`src/rtl/line_evt_pkg.sv`:
```
package line_evt_pkg;
   // One channel's readable status, packed as {alm, det}
   typedef struct packed {
      logic alm;
      logic det;
   } chan_stat_t;

   localparam int unsigned STAT_W = $bits(chan_stat_t);
endpackage

```
`src/rtl/lei_sync.sv`:
```
module lei_sync #(
   parameter int unsigned W     = 1,
   parameter int unsigned DEPTH = 2
) (
   input  logic         clk,
   input  logic         rst_n,
   input  logic [W-1:0] d_i,
   output logic [W-1:0] q_o
);
   generate
      if (DEPTH < 2) begin : g_bad_depth
         $error("lei_sync: DEPTH must be at least 2");
      end
   endgenerate

   logic [W-1:0] stage_q [DEPTH];

   always_ff @(posedge clk or negedge rst_n) begin
      if (!rst_n) begin
         for (int i = 0; i < DEPTH; i++) stage_q[i] <= '1;
      end else begin
         stage_q[0] <= d_i;
         for (int i = 1; i < DEPTH; i++) stage_q[i] <= stage_q[i-1];
      end
   end

   assign q_o = stage_q[DEPTH-1];
endmodule

```
`src/rtl/lei_tick.sv`:
```
module lei_tick #(
   parameter int unsigned DIV = 200000
) (
   input  logic clk,
   input  logic rst_n,
   output logic tick_o
);
   generate
      if (DIV < 1) begin : g_bad_div
         $error("lei_tick: DIV must be at least 1");
      end else if (DIV == 1) begin : g_every
         assign tick_o = 1'b1;
      end else begin : g_count
         localparam int unsigned CW = $clog2(DIV);
         localparam logic [CW-1:0] LAST = CW'(DIV - 1);
         logic [CW-1:0] cnt_q;

         always_ff @(posedge clk or negedge rst_n) begin
            if (!rst_n)              cnt_q <= '0;
            else if (cnt_q == LAST)  cnt_q <= '0;
            else                     cnt_q <= cnt_q + 1'b1;
         end

         assign tick_o = (cnt_q == LAST);

         // tick is a single-cycle pulse (supports R5 timing)
         p_tick_single_r5: assert property (@(posedge clk) disable iff (!rst_n)
            tick_o |=> !tick_o);
      end
   endgenerate
endmodule

```
`src/rtl/lei_debounce.sv`:
```
module lei_debounce #(
   parameter int unsigned CFG_W = 4
) (
   input  logic             clk,
   input  logic             rst_n,
   input  logic             tick_i,
   input  logic             pdn_act_i,
   input  logic             det_lvl_i,
   input  logic             det_fall_i,
   input  logic             qual_i,
   input  logic [CFG_W-1:0] cfg_i,
   output logic             det_stat_o,
   output logic             hold_o,
   output logic             evt_o
);
   logic             active_q;
   logic             qual_q;
   logic [CFG_W-1:0] cnt_q;
   logic             stat_q;
   logic             expire;

   assign expire = !pdn_act_i && active_q && tick_i && (cnt_q == '0);

   always_ff @(posedge clk or negedge rst_n) begin
      if (!rst_n) begin
         active_q <= 1'b0;
         qual_q   <= 1'b0;
         cnt_q    <= '0;
         stat_q   <= 1'b1;
      end else if (pdn_act_i) begin
         active_q <= 1'b0;
         stat_q   <= det_lvl_i;
      end else if (active_q) begin
         if (tick_i) begin
            if (cnt_q == '0) begin
               active_q <= 1'b0;
               stat_q   <= det_lvl_i;
            end else begin
               cnt_q <= cnt_q - 1'b1;
            end
         end
      end else if (det_fall_i) begin
         active_q <= 1'b1;
         cnt_q    <= cfg_i;
         qual_q   <= qual_i;
      end else begin
         stat_q <= det_lvl_i;
      end
   end

   assign det_stat_o = stat_q;
   assign hold_o     = active_q;
   assign evt_o      = expire && !det_lvl_i && qual_q;

   p_hold_start_r5: assert property (@(posedge clk) disable iff (!rst_n)
      (!pdn_act_i && !active_q && det_fall_i) |=> active_q);

   p_hold_keeps_stat_r5: assert property (@(posedge clk) disable iff (!rst_n)
      (!pdn_act_i && active_q && !tick_i) |=> $stable(stat_q));

   p_pdn_cancels_r8: assert property (@(posedge clk) disable iff (!rst_n)
      pdn_act_i |=> !active_q);
endmodule

```
`src/rtl/line_evt_irq.sv`:
```
module line_evt_irq
   import line_evt_pkg::*;
#(
   parameter int unsigned NUM_CH   = 2,
   parameter int unsigned CFG_W    = 4,
   parameter int unsigned TICK_DIV = 200000,
   parameter int unsigned SYNC_D   = 2
) (
   input  logic                      clk,
   input  logic                      rst_n,
   input  logic [NUM_CH-1:0]         det_n_i,
   input  logic [NUM_CH-1:0]         alm_n_i,
   input  logic                      pdn_n_i,
   input  logic [NUM_CH*CFG_W-1:0]   deb_cfg_i,
   input  logic                      rd_en_i,
   output logic [NUM_CH*STAT_W-1:0]  rd_data_o,
   output logic                      irq_n_o
);
   localparam int unsigned NIN = 2 * NUM_CH;

   generate
      if (NUM_CH < 1 || CFG_W < 1) begin : g_bad_cfg
         $error("line_evt_irq: NUM_CH and CFG_W must be at least 1");
      end
   endgenerate

   logic [NIN:0]      syn;
   logic [NIN-1:0]    lvl, prev_q, fall;
   logic [NUM_CH-1:0] det_lvl, alm_lvl, det_fall, alm_fall;
   logic [NUM_CH-1:0] det_stat, hold, det_evt, alm_stat_q;
   logic              pdn_act, tick, all_prev_hi, all_hi, any_hold, evt;
   logic              irq_n_q;
   logic [NUM_CH*STAT_W-1:0] rd_q;

   lei_sync #(.W(NIN + 1), .DEPTH(SYNC_D)) u_sync (
      .clk   (clk),
      .rst_n (rst_n),
      .d_i   ({pdn_n_i, alm_n_i, det_n_i}),
      .q_o   (syn)
   );

   lei_tick #(.DIV(TICK_DIV)) u_tick (
      .clk    (clk),
      .rst_n  (rst_n),
      .tick_o (tick)
   );

   assign lvl     = syn[NIN-1:0];
   assign pdn_act = !syn[NIN];
   assign det_lvl = lvl[NUM_CH-1:0];
   assign alm_lvl = lvl[NIN-1:NUM_CH];

   always_ff @(posedge clk or negedge rst_n) begin
      if (!rst_n) begin
         prev_q     <= '1;
         alm_stat_q <= '1;
      end else begin
         prev_q     <= lvl;
         alm_stat_q <= alm_lvl;
      end
   end

   assign fall        = prev_q & ~lvl;
   assign det_fall    = fall[NUM_CH-1:0];
   assign alm_fall    = fall[NIN-1:NUM_CH];
   assign all_prev_hi = &prev_q;
   assign all_hi      = &lvl;
   assign any_hold    = |hold;

   generate
      for (genvar c = 0; c < NUM_CH; c++) begin : g_ch
         lei_debounce #(.CFG_W(CFG_W)) u_deb (
            .clk        (clk),
            .rst_n      (rst_n),
            .tick_i     (tick),
            .pdn_act_i  (pdn_act),
            .det_lvl_i  (det_lvl[c]),
            .det_fall_i (det_fall[c]),
            .qual_i     (all_prev_hi),
            .cfg_i      (deb_cfg_i[c*CFG_W +: CFG_W]),
            .det_stat_o (det_stat[c]),
            .hold_o     (hold[c]),
            .evt_o      (det_evt[c])
         );
      end
   endgenerate

   assign evt = pdn_act ? (|fall)
                        : ((|alm_fall) && all_prev_hi) || (|det_evt);

   always_ff @(posedge clk or negedge rst_n) begin
      if (!rst_n)                     irq_n_q <= 1'b1;
      else if (evt)                   irq_n_q <= 1'b0;
      else if (all_hi && !any_hold)   irq_n_q <= 1'b1;
   end

   assign irq_n_o = irq_n_q;

   always_ff @(posedge clk or negedge rst_n) begin
      if (!rst_n) begin
         rd_q <= '1;
      end else if (rd_en_i) begin
         for (int c = 0; c < NUM_CH; c++) begin
            rd_q[c*STAT_W +: STAT_W] <= chan_stat_t'{alm: alm_stat_q[c], det: det_stat[c]};
         end
      end
   end

   assign rd_data_o = rd_q;

   p_pdn_fall_irq_r7: assert property (@(posedge clk) disable iff (!rst_n)
      (pdn_act && (|fall)) |=> !irq_n_q);

   p_release_r9: assert property (@(posedge clk) disable iff (!rst_n)
      (all_hi && !any_hold) |=> irq_n_q);

   p_unqualified_quiet_r4: assert property (@(posedge clk) disable iff (!rst_n)
      (!pdn_act && irq_n_q && !all_prev_hi && !any_hold) |=> irq_n_q);

   p_alm_tracks_r2: assert property (@(posedge clk) disable iff (!rst_n)
      $changed(alm_lvl) |=> (alm_stat_q == $past(alm_lvl)));
endmodule

```
`config.mk`:
```
export PLATFORM = sky130hd
export DESIGN_NAME = line_evt_irq
export DESIGN_NICKNAME = d
export VERILOG_FILES = /design/src/rtl/line_evt_pkg.sv /design/src/rtl/lei_sync.sv /design/src/rtl/lei_tick.sv /design/src/rtl/lei_debounce.sv /design/src/rtl/line_evt_irq.sv
export SDC_FILE = /design/constraint.sdc
export NUM_CORES = 1
export LEC_CHECK = 0
export BUFFER_PORTS_ARGS = -buffer_cell sky130_fd_sc_hd__buf_4
export CORE_MARGIN = 1.5
export CORE_UTILIZATION = 47
export CTS_BUF_LIST = sky130_fd_sc_hd__clkbuf_4
export DETAILED_ROUTE_END_ITERATION = 8
export PLACE_DENSITY = 0.71
export SLEW_MARGIN = 15
export SYNTH_ARGS = -nofsm -noshare
export SYNTH_HDL_FRONTEND = slang
export SYNTH_SLANG_ARGS = --single-unit
```
`constraint.sdc`:
```
create_clock -name clk -period 4.1 [get_ports clk]
set_input_delay 0 -clock clk [delete_from_list [all_inputs] [get_ports clk]]
set_output_delay 0 -clock clk [all_outputs]
set_load 0.01 [all_outputs]
```
# After elaboration in Yosys (flattened, before gate mapping)
# Cells that the tools add are included.
# W data, S select, Z words.
# totals
ff_bits	53
latchBits	0
ram_bits	0
romBits	0
inputBits	16
out_inout_bits	5
elab_cells	98
mem_count	0
# op_classes
add_sub_neg	3
mul	0
div_mod_pow	0
order_cmp	0
eq_ne	11
n_shift	0
n_mux	32
bitwise	4
reduce_logical	33
# ops
op	n
$mux W4	8
$mux W1	23
$add A18 B1 Y18 const B	1
$eq A18 B18 Y1 const B	1
$mux W18	1
$reduce_and A4 Y1	4
$logic_and A1 B1 Y1	12
$reduce_and A3 Y1	4
$ne A3 B2 Y1 const B	3
$ne A3 B3 Y1 const B	3
$logic_not A4 Y1	2
$sub A4 B1 Y4 const B	2
$ne A2 B2 Y1 const B	3
$reduce_bool A2 Y1	3
$reduce_or A2 Y1	3
$and A4 B4 Y4	1
$not A4 Y4	1
$reduce_or A4 Y1	1
$logic_not A1 Y1	3
$ne A2 B1 Y1 const B	1
$not A1 Y1	2
$logic_or A1 B1 Y1	1

# Depth between registers and ports, before layout
# Gate-level depths: netlist of the first run.
# depth
word_depth	9
mapped_depth	6
mapped_depth_nobuf	6

# By module
# A second synthesis of the first run with hierarchy kept.
# unflattened
cells_unflattened	220
area_unflattened_um2	2501.1
# by_module_without_submodules
mod	n_inst	cells_per_inst	area_per_inst_um2	seq_area_each_um2
lei_tick	1	85	872.1	450.4
lei_debounce at g_ch[0].u_deb	1	46	474.2	176.4
lei_debounce at g_ch[1].u_deb	1	46	464.2	176.4
line_evt_irq	1	28	390.4	236.5
lei_sync	1	15	300.3	262.8

# Least setup slack after synthesis of the first run
# Ideal clock, no wire load.
# synth_timing
path_kind	register to register
startpoint	register u_tick.g_count.cnt_q[0]
endpoint	register g_ch[1].u_deb.stat_q
setup_ns	0.082
arrival_time_ns	1.620
required_time_ns	4.018
slack_ns	2.397
path_stages_with_launch	7
path_buffers	1
period_less_slack_ns	1.703
cell_sequence	dfrtp_1 ha_1 and2_1 and3_1 clkbuf_1 a31oi_2 mux2_4
# synth_between
elab_chain_len	3
# synth_lines
element	line	source
from (decl)	lei_tick.sv:16	logic [CW-1:0] cnt_q;
from (signal assigned)	lei_tick.sv:21	else cnt_q <= cnt_q + 1'b1;
$eq A18 B18 Y1	lei_tick.sv:24	assign tick_o = (cnt_q == LAST);
$ne A3 B3 Y1 (no source line)	n/a	
$reduce_and A3 Y1 (no source line)	n/a	
to (signal assigned)	lei_debounce.sv:32	stat_q <= det_lvl_i;
to (signal assigned)	lei_debounce.sv:37	stat_q <= det_lvl_i;
to (signal assigned)	lei_debounce.sv:47	stat_q <= det_lvl_i;
to (decl)	lei_debounce.sv:19	logic stat_q;
# Every way passes these cells.
# A chain may end at the register's enable or synchronous reset.

# Worst setup path in the final report of the first run
# layout_timing
startpoint	register u_sync.stage_q, in the netlist u_sync.q_o[4]
endpoint	register g_ch[0].u_deb.stat_q
# layout_between
elab_chain_len	2
elab_cells_between_ends	5
classes_between	3 x eq/ne; 1 x mux; 1 x reduce/logical
# layout_lines
element	line	source
from (decl)	lei_sync.sv:16	logic [W-1:0] stage_q [DEPTH];
$ne A3 B2 Y1 (no source line) / $ne A3 B3 Y1 (equally long branches)	n/a	
$reduce_and A3 Y1 (no source line)	n/a	
to (signal assigned)	lei_debounce.sv:32	
to (signal assigned)	lei_debounce.sv:37	
to (signal assigned)	lei_debounce.sv:47	
to (decl)	lei_debounce.sv:19	
# Parallel ways exist; a longest one is shown, timed or not.

==> flow_summary.json, run 1 <==
{
  "status": "complete, no violations",
  "critPathLaunchType": "flip-flop",
  "cts_tree": "built",
  "peakVddDrop_uv": 185,
  "crit_chain": "nand4bb_1 -> nand4_1 -> a2bb2oi_1 -> mux2_2",
  "antenna_found_initial": 0,
  "routabilityCongestion": 0.818,
  "route.detailed.drc": 0,
  "vias": 1771,
  "die_w_um": 75.9,
  "grt_pass1_wl_mm": 7.96,
  "post-place-ws_ps": 2080,
  "worstSetupPathType": "flip-flop to flip-flop",
  "ctsHtreeMaxLevel": 2,
  "worst_pin_slew_ps": 622,
  "rsz0062_at_grt": "no",
  "die_y_um": 75.9,
  "drt_first_pass_iters": 4,
  "synth.top_cell.area_share_pct": 30.1,
  "fin_tns_setup_ps": 0,
  "grtUsageTotal_pct": 18.4,
  "row_count": 26,
  "grt_pass1_vias": 1756,
  "top_level_ports": 21,
  "post-route-min-period_ps": 2040,
  "timing.final.max_slew_violations": 0,
  "cap_violations": 0,
  "cts_buffer_depth": 2,
  "nNetsFinal": 274,
  "power_density_nw_per_um2": 350,
  "fmaxAchievable_ghz": 0.491,
  "setup_slack_ps": 2060,
  "synth_seq_cells": 51,
  "cts.sinks": 51,
  "slowest_delay_ps": 720,
  "drtIter0Drc": 102,
  "async_reset_ff_share_pct": 100,
  "syn_inst": 220,
  "area_delta_synth_final_pct": 16.0,
  "r2r.worst_path.cells": 4,
  "drive_above_1_share_pct": 26.8,
  "n_antenna_cell": 0,
  "hp-class": "input port to flip-flop",
  "synthTopCellsByCount": "dfrtp_1 (30), dfstp_2 (21), nor2_1 (15)",
  "drt_wl_total_mm": 4.68,
  "hpwl_mm": 3.21,
  "viasPerCell": 5.47,
  "io_buffers": 20,
  "synth_top_area_cell": "dfrtp_1",
  "synthesis.nets": 241,
  "slew_headroom_pct": 58.5,
  "synth_area_um2": 2490,
  "worst_ep_arrival_time_ps": 2360,
  "ys_warn_count": 0,
  "grt_max_degree": 52,
  "gr-total-overflow": 0,
  "hold_viol": 0,
  "cts.clk_slew.worst_paths_ps": 160,
  "cp_slowest_cell": "dfstp_2",
  "synth.avg_cell_area_um2": 11.3,
  "required_ps": 4430,
  "ys.flop_type": "dfrtp_1",
  "cts_resized": 0,
  "crit_fanout": 15,
  "worstSkewPairLatency_ps": 380,
  "setup.worst_path.end_class": "flip-flop",
  "hold_depth": 4,
  "finalSetupViolCount": 0,
  "fin_crit_sh_pct": 49.7,
  "seq_area_frac_synth_pct": 52.2,
  "post-synth-top-count-cell": "dfrtp_1",
  "final_antenna_net_count": 0,
  "synth.distinct_cells": 59,
  "cts-root-buf": "clkbuf_4",
  "clock_skew_ps": 19.0,
  "start_util_pct": 48.8,
  "p_leak_nw": 1.25,
  "cts_made_buffers": 5,
  "wl_per_cell_um": 14.4,
  "synth_enable_flop_cells": 0,
  "core_area_um2": 5110,
  "synthTopCellsByArea": "dfrtp_1 (30%), dfstp_2 (22%), mux2_2 (3.2%), ha_1 (2.5%), xnor2_1 (2.5%)",
  "dieArea_um2": 5750
}
-- layout make-up --
class                   count  area [um2]
repair buffers             32         270
fillers                   447        2210
flip-flops and latches     51        1300
inverters                  12        45.0
multi-input cells         151        1100
well taps                  70        87.6
clock inverters             3        46.3
clock buffers               5        37.5
-- cells by family (layout without fill, tap and decap cells) --
family / Yosys count / after routing / synth area share [%]
compound gates: 32 / 32 / 9.93
flops: 51 / 51 / 52.2
buf+inv: 18 / 52 / 3.51
mux: 13 / 13 / 5.77
xor+xnor: 13 / 13 / 4.56
simple gates: 88 / 88 / 21.5
fa+ha+maj: 5 / 5 / 2.51
-- path summary, 6_finish.rpt --
kind	from	to	slack, ps
max	u_sync.q_o[4]	g_ch[0].u_deb.det_stat_o	2060
min	deb_cfg_i[4]	g_ch[1].u_deb.cnt_q[0]	10
max reg2reg	u_sync.q_o[4]	g_ch[0].u_deb.det_stat_o	2060
min reg2reg	u_sync.stage_q[7]	u_sync.q_o[2]	370
max in group asynchronous	rst_n	u_tick.g_count.cnt_q[17]	3510
min in group asynchronous	rst_n	u_tick.g_count.cnt_q[7]	170
-- report_power, final --
part	internal, mW	leakage [nW]	switching (mW)
clock network	0.130	0.0418	0.166
registers	0.551	0.601	0.0368
logic	0.0702	0.608	0.0582
total	0.752	1.25	0.261
-- stage by stage --
stage                     std cells  total power [mW]  hold slack, ps  instance area [um2]  utilization [%]
after floorplan                 220             0.665            -296                 2490                -
after global placement          304             0.713            64.7                 2690             52.7
after detailed placement        304             0.715            67.9                 2690             52.7
after CTS                       324              1.03            5.54                 2890             56.7
after global routing            324              1.07            23.3                 2890             56.7
final                           324              1.01            11.6                 2890             56.7
-- timing repair --
item	4_1_cts	5_1_grt
hold buffers	12	0
buffers inserted	0	0
hold endpoints to repair	44	0
setup endpoints to repair	0	0
-- registers in the layout (all words and copies together), names as in the netlist --
signal                 count
u_sync.stage_q             5
g_ch.u_deb.cnt_q           8
g_ch.u_deb.det_stat_o      2
rd_data_o                  4
g_ch.u_deb.hold_o          2
prev_q                     2
irq_n_o                    1
alm_stat_q                 2
u_sync.q_o                 5
g_ch.u_deb.qual_q          2
u_tick.g_count.cnt_q      18
-- critical path: cells and delay by family, from the launching register on --
| family | cells | cell delay [ps] |
|---|---|---|
| AOI/OAI and AO/OA | 1 | 250 |
| muxes | 1 | 370 |
| DFF | 1 | 720 |
| and+or+nand+nor | 2 | 650 |
-- layer usage --
metal	share of wire, %	up-vias	global-route usage, %
met4	1.6	0	7.54
met2	47	42	28.0
met3	3.6	8	3.17
met1	48	847	26.1
li1	-	874	-
met5	0	-	0
-- placed cells by master (no fill, tap or decap), types with 3 or more instances in the layout --
cell type | netlist | layout
dfrtp_1 | 30 | 30
clkbuf_4 | 0 | 5
mux2_2 | 7 | 7
xor2_1 | 6 | 6
nor3_1 | 10 | 10
nand3_1 | 11 | 11
a21oi_1 | 3 | 3
o211ai_1 | 4 | 4
nor2_1 | 15 | 15
xnor2_1 | 7 | 7
mux2i_1 | 5 | 5
dlygate4sd3_1 | 0 | 12
and3_1 | 5 | 5
o21ai_0 | 5 | 5
dfstp_2 | 21 | 21
nand2_1 | 11 | 11
nor4_1 | 3 | 3
ha_1 | 5 | 5
buf_4 | 1 | 20
inv_1 | 12 | 12
nand4_1 | 7 | 7
Note: power is estimated with default switching activity, not from simulation.
==> run 2, diff against run 1 <==
- ABC_AREA: unset -> 1
- clock period: 4.1 -> 2.11 ns (I/O delays scaled with it)
==> run 2 against run 1 <==
Combinational power rose to 2.6 times the previous value. Wire length fell by 6.8%. Die area fell by 2.1%. Via count rose by 4.2%. Design area rose by 0.43%. Largest power group unchanged. Highest routed layer unchanged.
==> flow_summary.json, run 2 <==
{
  "top_level_ports": 21,
  "row_count": 26,
  "grt_max_degree": 52,
  "required_ps": 2420,
  "hold_viol": 0,
  "synth.top_cell.area_share_pct": 30.8,
  "core_area_um2": 5040,
  "gr-total-overflow": 0,
  "cts_buffer_depth": 2,
  "route.detailed.drc": 0,
  "routabilityCongestion": 0.850,
  "drt_first_pass_iters": 4,
  "hp-class": "input port to asynchronous set/reset pin",
  "post-synth-top-count-cell": "nand2_1",
  "post-place-ws_ps": 486,
  "cts_resized": 0,
  "finalSetupViolCount": 0,
  "grtUsageTotal_pct": 16.8,
  "power_density_nw_per_um2": 706,
  "drtIter0Drc": 122,
  "cap_violations": 0,
  "worst_pin_slew_ps": 602,
  "synth_enable_flop_cells": 0,
  "synth_seq_cells": 51,
  "cts_setup_buffers": 0,
  "critPathLaunchType": "flip-flop",
  "worst_ep_arrival_time_ps": 1950,
  "die_y_um": 75.1,
  "timing.final.max_slew_violations": 0,
  "worstSkewPairLatency_ps": 380,
  "fin_crit_sh_pct": 77.9,
  "worstSetupPathType": "flip-flop to flip-flop",
  "ctsHtreeMaxLevel": 2,
  "die_w_um": 75.1,
  "seq_area_frac_synth_pct": 53.4,
  "synth.distinct_cells": 31,
  "cts_tree": "built",
  "setup.worst_path.end_class": "flip-flop",
  "viasPerCell": 4.76,
  "syn_inst": 276,
  "nFillCells": 451,
  "status": "complete, no violations",
  "synth_area_um2": 2440,
  "wl_per_cell_um": 11.2,
  "grt_pass1_wl_mm": 7.13,
  "start_util_pct": 48.4,
  "grt_pass1_vias": 1633,
  "ys.flop_type": "dfrtp_1",
  "clock_skew_ps": 17.8,
  "fin_tns_setup_ps": 0,
  "crit_chain": "ha_1 -> nand2_1 -> inv_2 -> nand2_2 -> nor3_2 -> nand2_4 -> a21oi_4 -> nand2_1 -> o21ai_0",
  "synthTopCellsByArea": "dfrtp_1 (31%), dfstp_2 (23%), nand2_1 (8.5%), inv_1 (6.9%), nand3_1 (3.5%)",
  "post-route-min-period_ps": 1640,
  "synthesis.nets": 297,
  "peakVddDrop_uv": 479,
  "async_reset_ff_share_pct": 100,
  "cts.clk_slew.worst_paths_ps": 160,
  "rsz0062_at_grt": "no",
  "final_common_cell": "nand2_1",
  "synthTopCellsByCount": "nand2_1 (55), inv_1 (45), dfrtp_1 (30)",
  "vias": 1846,
  "largest_register_ffs": 18,
  "p_leak_nw": 1.41,
  "nNetsFinal": 338,
  "fmaxAchievable_ghz": 0.608,
  "slowest_delay_ps": 420,
  "antenna_found_initial": 0,
  "final_antenna_net_count": 0,
  "drt_wl_total_mm": 4.36,
  "holdBufCountCts": 15,
  "hpwl_mm": 3.18,
  "dieArea_um2": 5640,
  "cts.sinks": 51,
  "crit_fanout": 8,
  "io_buffers": 20,
  "ys_warn_count": 0,
  "drive_above_1_share_pct": 22.0,
  "setup_slack_ps": 466,
  "postLayoutCoreUtil_pct": 57.6,
  "cts-root-buf": "clkbuf_4",
  "path_common_cell": "nand2_1",
  "regMostFlops": "u_tick.g_count.cnt_q",
  "area_delta_synth_final_pct": 19.1,
  "synth_top_area_cell": "dfrtp_1",
  "cts_made_buffers": 5,
  "n_antenna_cell": 0,
  "layout_common_cells": "nand2_1 (55), inv_1 (45), dfrtp_1 (30)",
  "synth.avg_cell_area_um2": 8.84,
  "cp_slowest_cell": "dfrtp_1",
  "top_regs": "u_tick.g_count.cnt_q x18, g_ch.u_deb.cnt_q x8",
  "slew_headroom_pct": 59.9
}
-- run 2: cell types whose count changed in the layout (fill, tap and decap cells not counted), sizes merged, moves of 5 or more --
| cell | before | now |
|---|---|---|
| nor2 | 15 | 26 |
| inv | 13 | 50 |
| a21oi | 3 | 11 |
| nand2 | 13 | 60 |
| and3 | 5 | 0 |
| o21ai | 5 | 24 |
| mux2 | 8 | 1 |
| nand3 | 11 | 18 |
| xnor2 | 7 | 0 |
| o211ai | 5 | 0 |
-- run 2: path summary, 6_finish.rpt --
check	from	end	slack (ps)	depth (start not counted)
setup / recovery	u_tick.g_count.cnt_q[0]	g_ch[1].u_deb.cnt_q[2]	470	9
hold / removal	rst_n	g_ch[0].u_deb.cnt_q[3]	150	2
setup reg to reg	u_tick.g_count.cnt_q[0]	g_ch[1].u_deb.cnt_q[2]	470	9
hold reg to reg	u_sync.stage_q[9]	u_sync.q_o[4]	370	0
max in group asynchronous	rst_n	u_tick.g_count.cnt_q[1]	1540	2
min in group clk	det_n_i[1]	u_sync.stage_q[6]	260	2
-- run 2: worst max-delay path, delay by kind of cell, from the launching register on --
family / cells / cell delay, ps
buf+inv: 1 / 60
simple gates: 5 / 610
flops: 1 / 420
compound gates: 2 / 320
fa+ha+maj: 1 / 180
-- run 2: where the power goes --
part / internal [mW] / leakage, nW / total (mW) / switching [mW]
combinational: 0.153 / 0.754 / 0.336 / 0.183
sequential: 1.08 / 0.611 / 1.14 / 0.0615
clock: 0.255 / 0.0461 / 0.575 / 0.320
total: 1.49 / 1.41 / 2.05 / 0.565
-- run 2: cell families after synthesis --
group | after synthesis | synth area share (%)
compound gates | 39 | 8.87
xor+xnor | 7 | 2.51
fa+ha+maj | 5 | 2.56
buf+inv | 49 | 7.59
flops | 51 | 53.4
mux | 2 | 0.871
simple gates | 123 | 24.2
-- run 2: metrics by stage --
stage,hold WS [ps],area [um2],power [mW],cells
floorplan,-296,2440,1.36,276
global placement,60.3,2670,1.46,365
detailed placement,59.4,2670,1.48,365
CTS,178,2910,2.07,388
global route,210,2910,2.17,388
finish,149,2910,2.05,388
-- run 2: cell type report --
cell class / count / area, um2 / area share (%)
inverter: 48 / 180 / 6.20
multi-input combinational: 176 / 953 / 32.8
tap: 70 / 87.6 / 3.01
sequential: 51 / 1300 / 44.8
timing repair buffer: 35 / 300 / 10.3
clock inverter: 3 / 45.0 / 1.55
clock buffer: 5 / 37.5 / 1.29
-- run 2: routing by layer --
| layer | routed length, um | up-vias | track usage, % | part of all wire [%] |
|---|---|---|---|---|
| li1 | - | 965 | - | - |
| met1 | 2220 | 852 | 23.8 | 51 |
| met2 | 1990 | 25 | 25.8 | 46 |
| met3 | 114 | 4 | 3.61 | 2.6 |
| met4 | 42 | 0 | 5.45 | 0.96 |
| met5 | 0 | - | 0 | 0 |
==> run 3, diff against run 2 <==
- PLACE_DENSITY: 0.71 -> 0.74
- clock period: 2.11 -> 1.37 ns (I/O delays scaled with it)
==> run 3 against run 2 <==
The run now ends with setup timing left. Power rose by 53%. Highest routed layer unchanged. Worst hold slack improved by 18 ps. First-iteration DRC count rose by 4.1%.
==> flow_summary.json, run 3 (synthesized netlist as in run 2, its figures left out) <==
{
  "r2r.worst_path.cells": 9,
  "hpwl_mm": 3.56,
  "power_density_nw_per_um2": 915,
  "area_delta_synth_final_pct": 40.1,
  "worstSetupPathType": "flip-flop to flip-flop",
  "top_level_ports": 21,
  "cts-root-buf": "clkbuf_4",
  "rsz0062_at_grt": "yes",
  "worst_ep_arrival_time_ps": 1840,
  "post-place-ws_ps": -159,
  "critPathLaunchType": "flip-flop",
  "p_leak_nw": 1.73,
  "worst_pin_slew_ps": 624,
  "final_antenna_net_count": 0,
  "fin_crit_sh_pct": 112,
  "vias": 2144,
  "die_y_um": 75.1,
  "ctsHtreeMaxLevel": 2,
  "cp_slowest_cell": "dfrtp_1",
  "viasPerCell": 4.87,
  "crit_fanout": 8,
  "hp-class": "input port to asynchronous set/reset pin",
  "timing.rr.end": "g_ch[1].u_deb.cnt_q[1]",
  "timing.critical_path.from": "u_tick.g_count.cnt_q[0]",
  "slew_headroom_pct": 58.4,
  "drive_above_1_share_pct": 40.8,
  "cts_made_buffers": 5,
  "io_buffers": 20,
  "wl_per_cell_um": 12.4,
  "layout_common_cells": "buf_4 (69), nand2_1 (48), inv_1 (40)",
  "post-route-min-period_ps": 1540,
  "setup_slack_ps": -165,
  "route.detailed.drc": 0,
  "core_area_um2": 5040,
  "internal_power_mw": 2.20,
  "slowest_delay_ps": 390,
  "n_antenna_cell": 0,
  "switching_share_pct": 29.6,
  "crit_family": "simple AND/OR/NAND/NOR gates",
  "clockPowerShare_pct": 23.3,
  "start_util_pct": 48.4,
  "regMostFlops": "u_tick.g_count.cnt_q",
  "path_common_cell": "nand2_4",
  "grt_max_degree": 52,
  "violations": "setup timing",
  "antenna_found_initial": 0,
  "p_seq_share_pct": 55.9,
  "timing.final.max_slew_violations": 0,
  "path_buf_inv": 1,
  "finalSetupViolCount": 26,
  "grt_pass1_vias": 2105,
  "power.share.combinational_pct": 20.7,
  "setup.worst_path.end_class": "flip-flop",
  "grtUsageTotal_pct": 20.7,
  "dieArea_um2": 5640,
  "holdWs_ps": 167,
  "cts.clk_slew.worst_paths_ps": 150,
  "worstSkewPairLatency_ps": 380,
  "gr-total-overflow": 0,
  "cap_violations": 0,
  "final_common_cell": "buf_4",
  "rr_startpoint": "u_tick.g_count.cnt_q[0]",
  "required_ps": 1680,
  "grt_pass1_wl_mm": 8.79,
  "drt_wl_total_mm": 5.46,
  "cts_buffer_depth": 2,
  "clock_skew_ps": 11.7,
  "cts.sinks": 51,
  "drt_first_pass_iters": 4,
  "drtIter0Drc": 127,
  "routabilityCongestion": 0.884,
  "power_switching_mw": 0.927,
  "cts_tree": "built",
  "largest_register_ffs": 18,
  "reg2reg_slack_ps": -170,
  "status": "finished, violations left",
  "postLayoutCoreUtil_pct": 67.8,
  "crit_chain": "ha_2 -> nand2_2 -> inv_2 -> nand2_4 -> nor3_4 -> nand2_4 -> a21oi_4 -> nand2_1 -> o21ai_1",
  "top_regs": "u_tick.g_count.cnt_q x18, g_ch.u_deb.cnt_q x8",
  "hold_viol": 0,
  "die_w_um": 75.1,
  "peakVddDrop_uv": 888,
  "row_count": 26,
  "nNetsFinal": 390,
  "fmaxAchievable_ghz": 0.651
}
-- run 3: changes by cell type in the layout (fill, tap and decap cells not counted), moves of 5 or more --
cell,change
buf_4,+49
inv_1,-5
nand2_1,-7
nand2_4,+5
o21ai_0,-7
o21ai_1,+5
-- run 3: routing by layer --
metal	routed length (um)	track usage [%]	part of all wire, %	vias up
li1	-	-	-	1064
met1	2350	24.5	43	1023
met2	2860	37.4	52	46
met3	155	4.42	2.8	11
met4	96	6.46	1.8	0
met5	0	0	0	-
-- run 3: what timing repair did --
item | 4_1_cts | 5_1_grt
buffers inserted | 14 | 3
setup endpoints to repair | 27 | 29
pin swaps | 11 | 5
hold buffers | 15 | 0
resized for setup | 24 | 19
endpoints found under the hold margin | 47 | 0
-- run 3: layout make-up --
class,instances,area (um2)
well taps,70,87.6
flip-flops and latches,51,1300
fillers,392,1620
inverters,48,183
clock buffers,5,37.5
clock inverters,3,26.3
multi-input cells,176,1080
repair buffers,87,702
-- run 3: worst max-delay path by stage --
stage	endpoint	slack [ps]	depth (start not counted)
floorplan	u_tick.g_count.cnt_q[14]	-50	10
global placement	g_ch[1].u_deb.cnt_q[0]	-90	8
detailed placement	g_ch[1].u_deb.cnt_q[1]	-160	9
CTS	g_ch[1].u_deb.cnt_q[1]	-160	9
global route	g_ch[1].u_deb.cnt_q[2]	-260	9
finish	g_ch[1].u_deb.cnt_q[1]	-170	9
-- run 3: power by group through the flow --
stage / Clock [mW] / Sequential, mW / Combinational [mW]
final: 0.730 / 1.75 / 0.650
after global routing: 0.805 / 1.77 / 0.745
after CTS: 0.757 / 1.75 / 0.644
after detailed placement: 0 / 1.78 / 0.596
after global placement: 0 / 1.77 / 0.585
after floorplan: 0 / 1.77 / 0.336
-- run 3: metrics by stage --
stage	cell area [um2]	std cells	power, mW	TNS [ps]
final	3420	440	3.13	-2370
after global routing	3420	440	3.32	-5000
after floorplan	2460	276	2.10	-298
after CTS	3360	439	3.15	-2170
after global placement	2970	402	2.35	-994
after detailed placement	2970	402	2.37	-2170
-- run 3: worst reg2reg max path, cell delays in order (launching register included) --
cell     delay (ps)
dfrtp_1         390
ha_2            200
nand2_2          60
inv_2            70
nand2_4          70
nor3_4          180
nand2_4         110
a21oi_4         230
nand2_1          80
o21ai_1          90
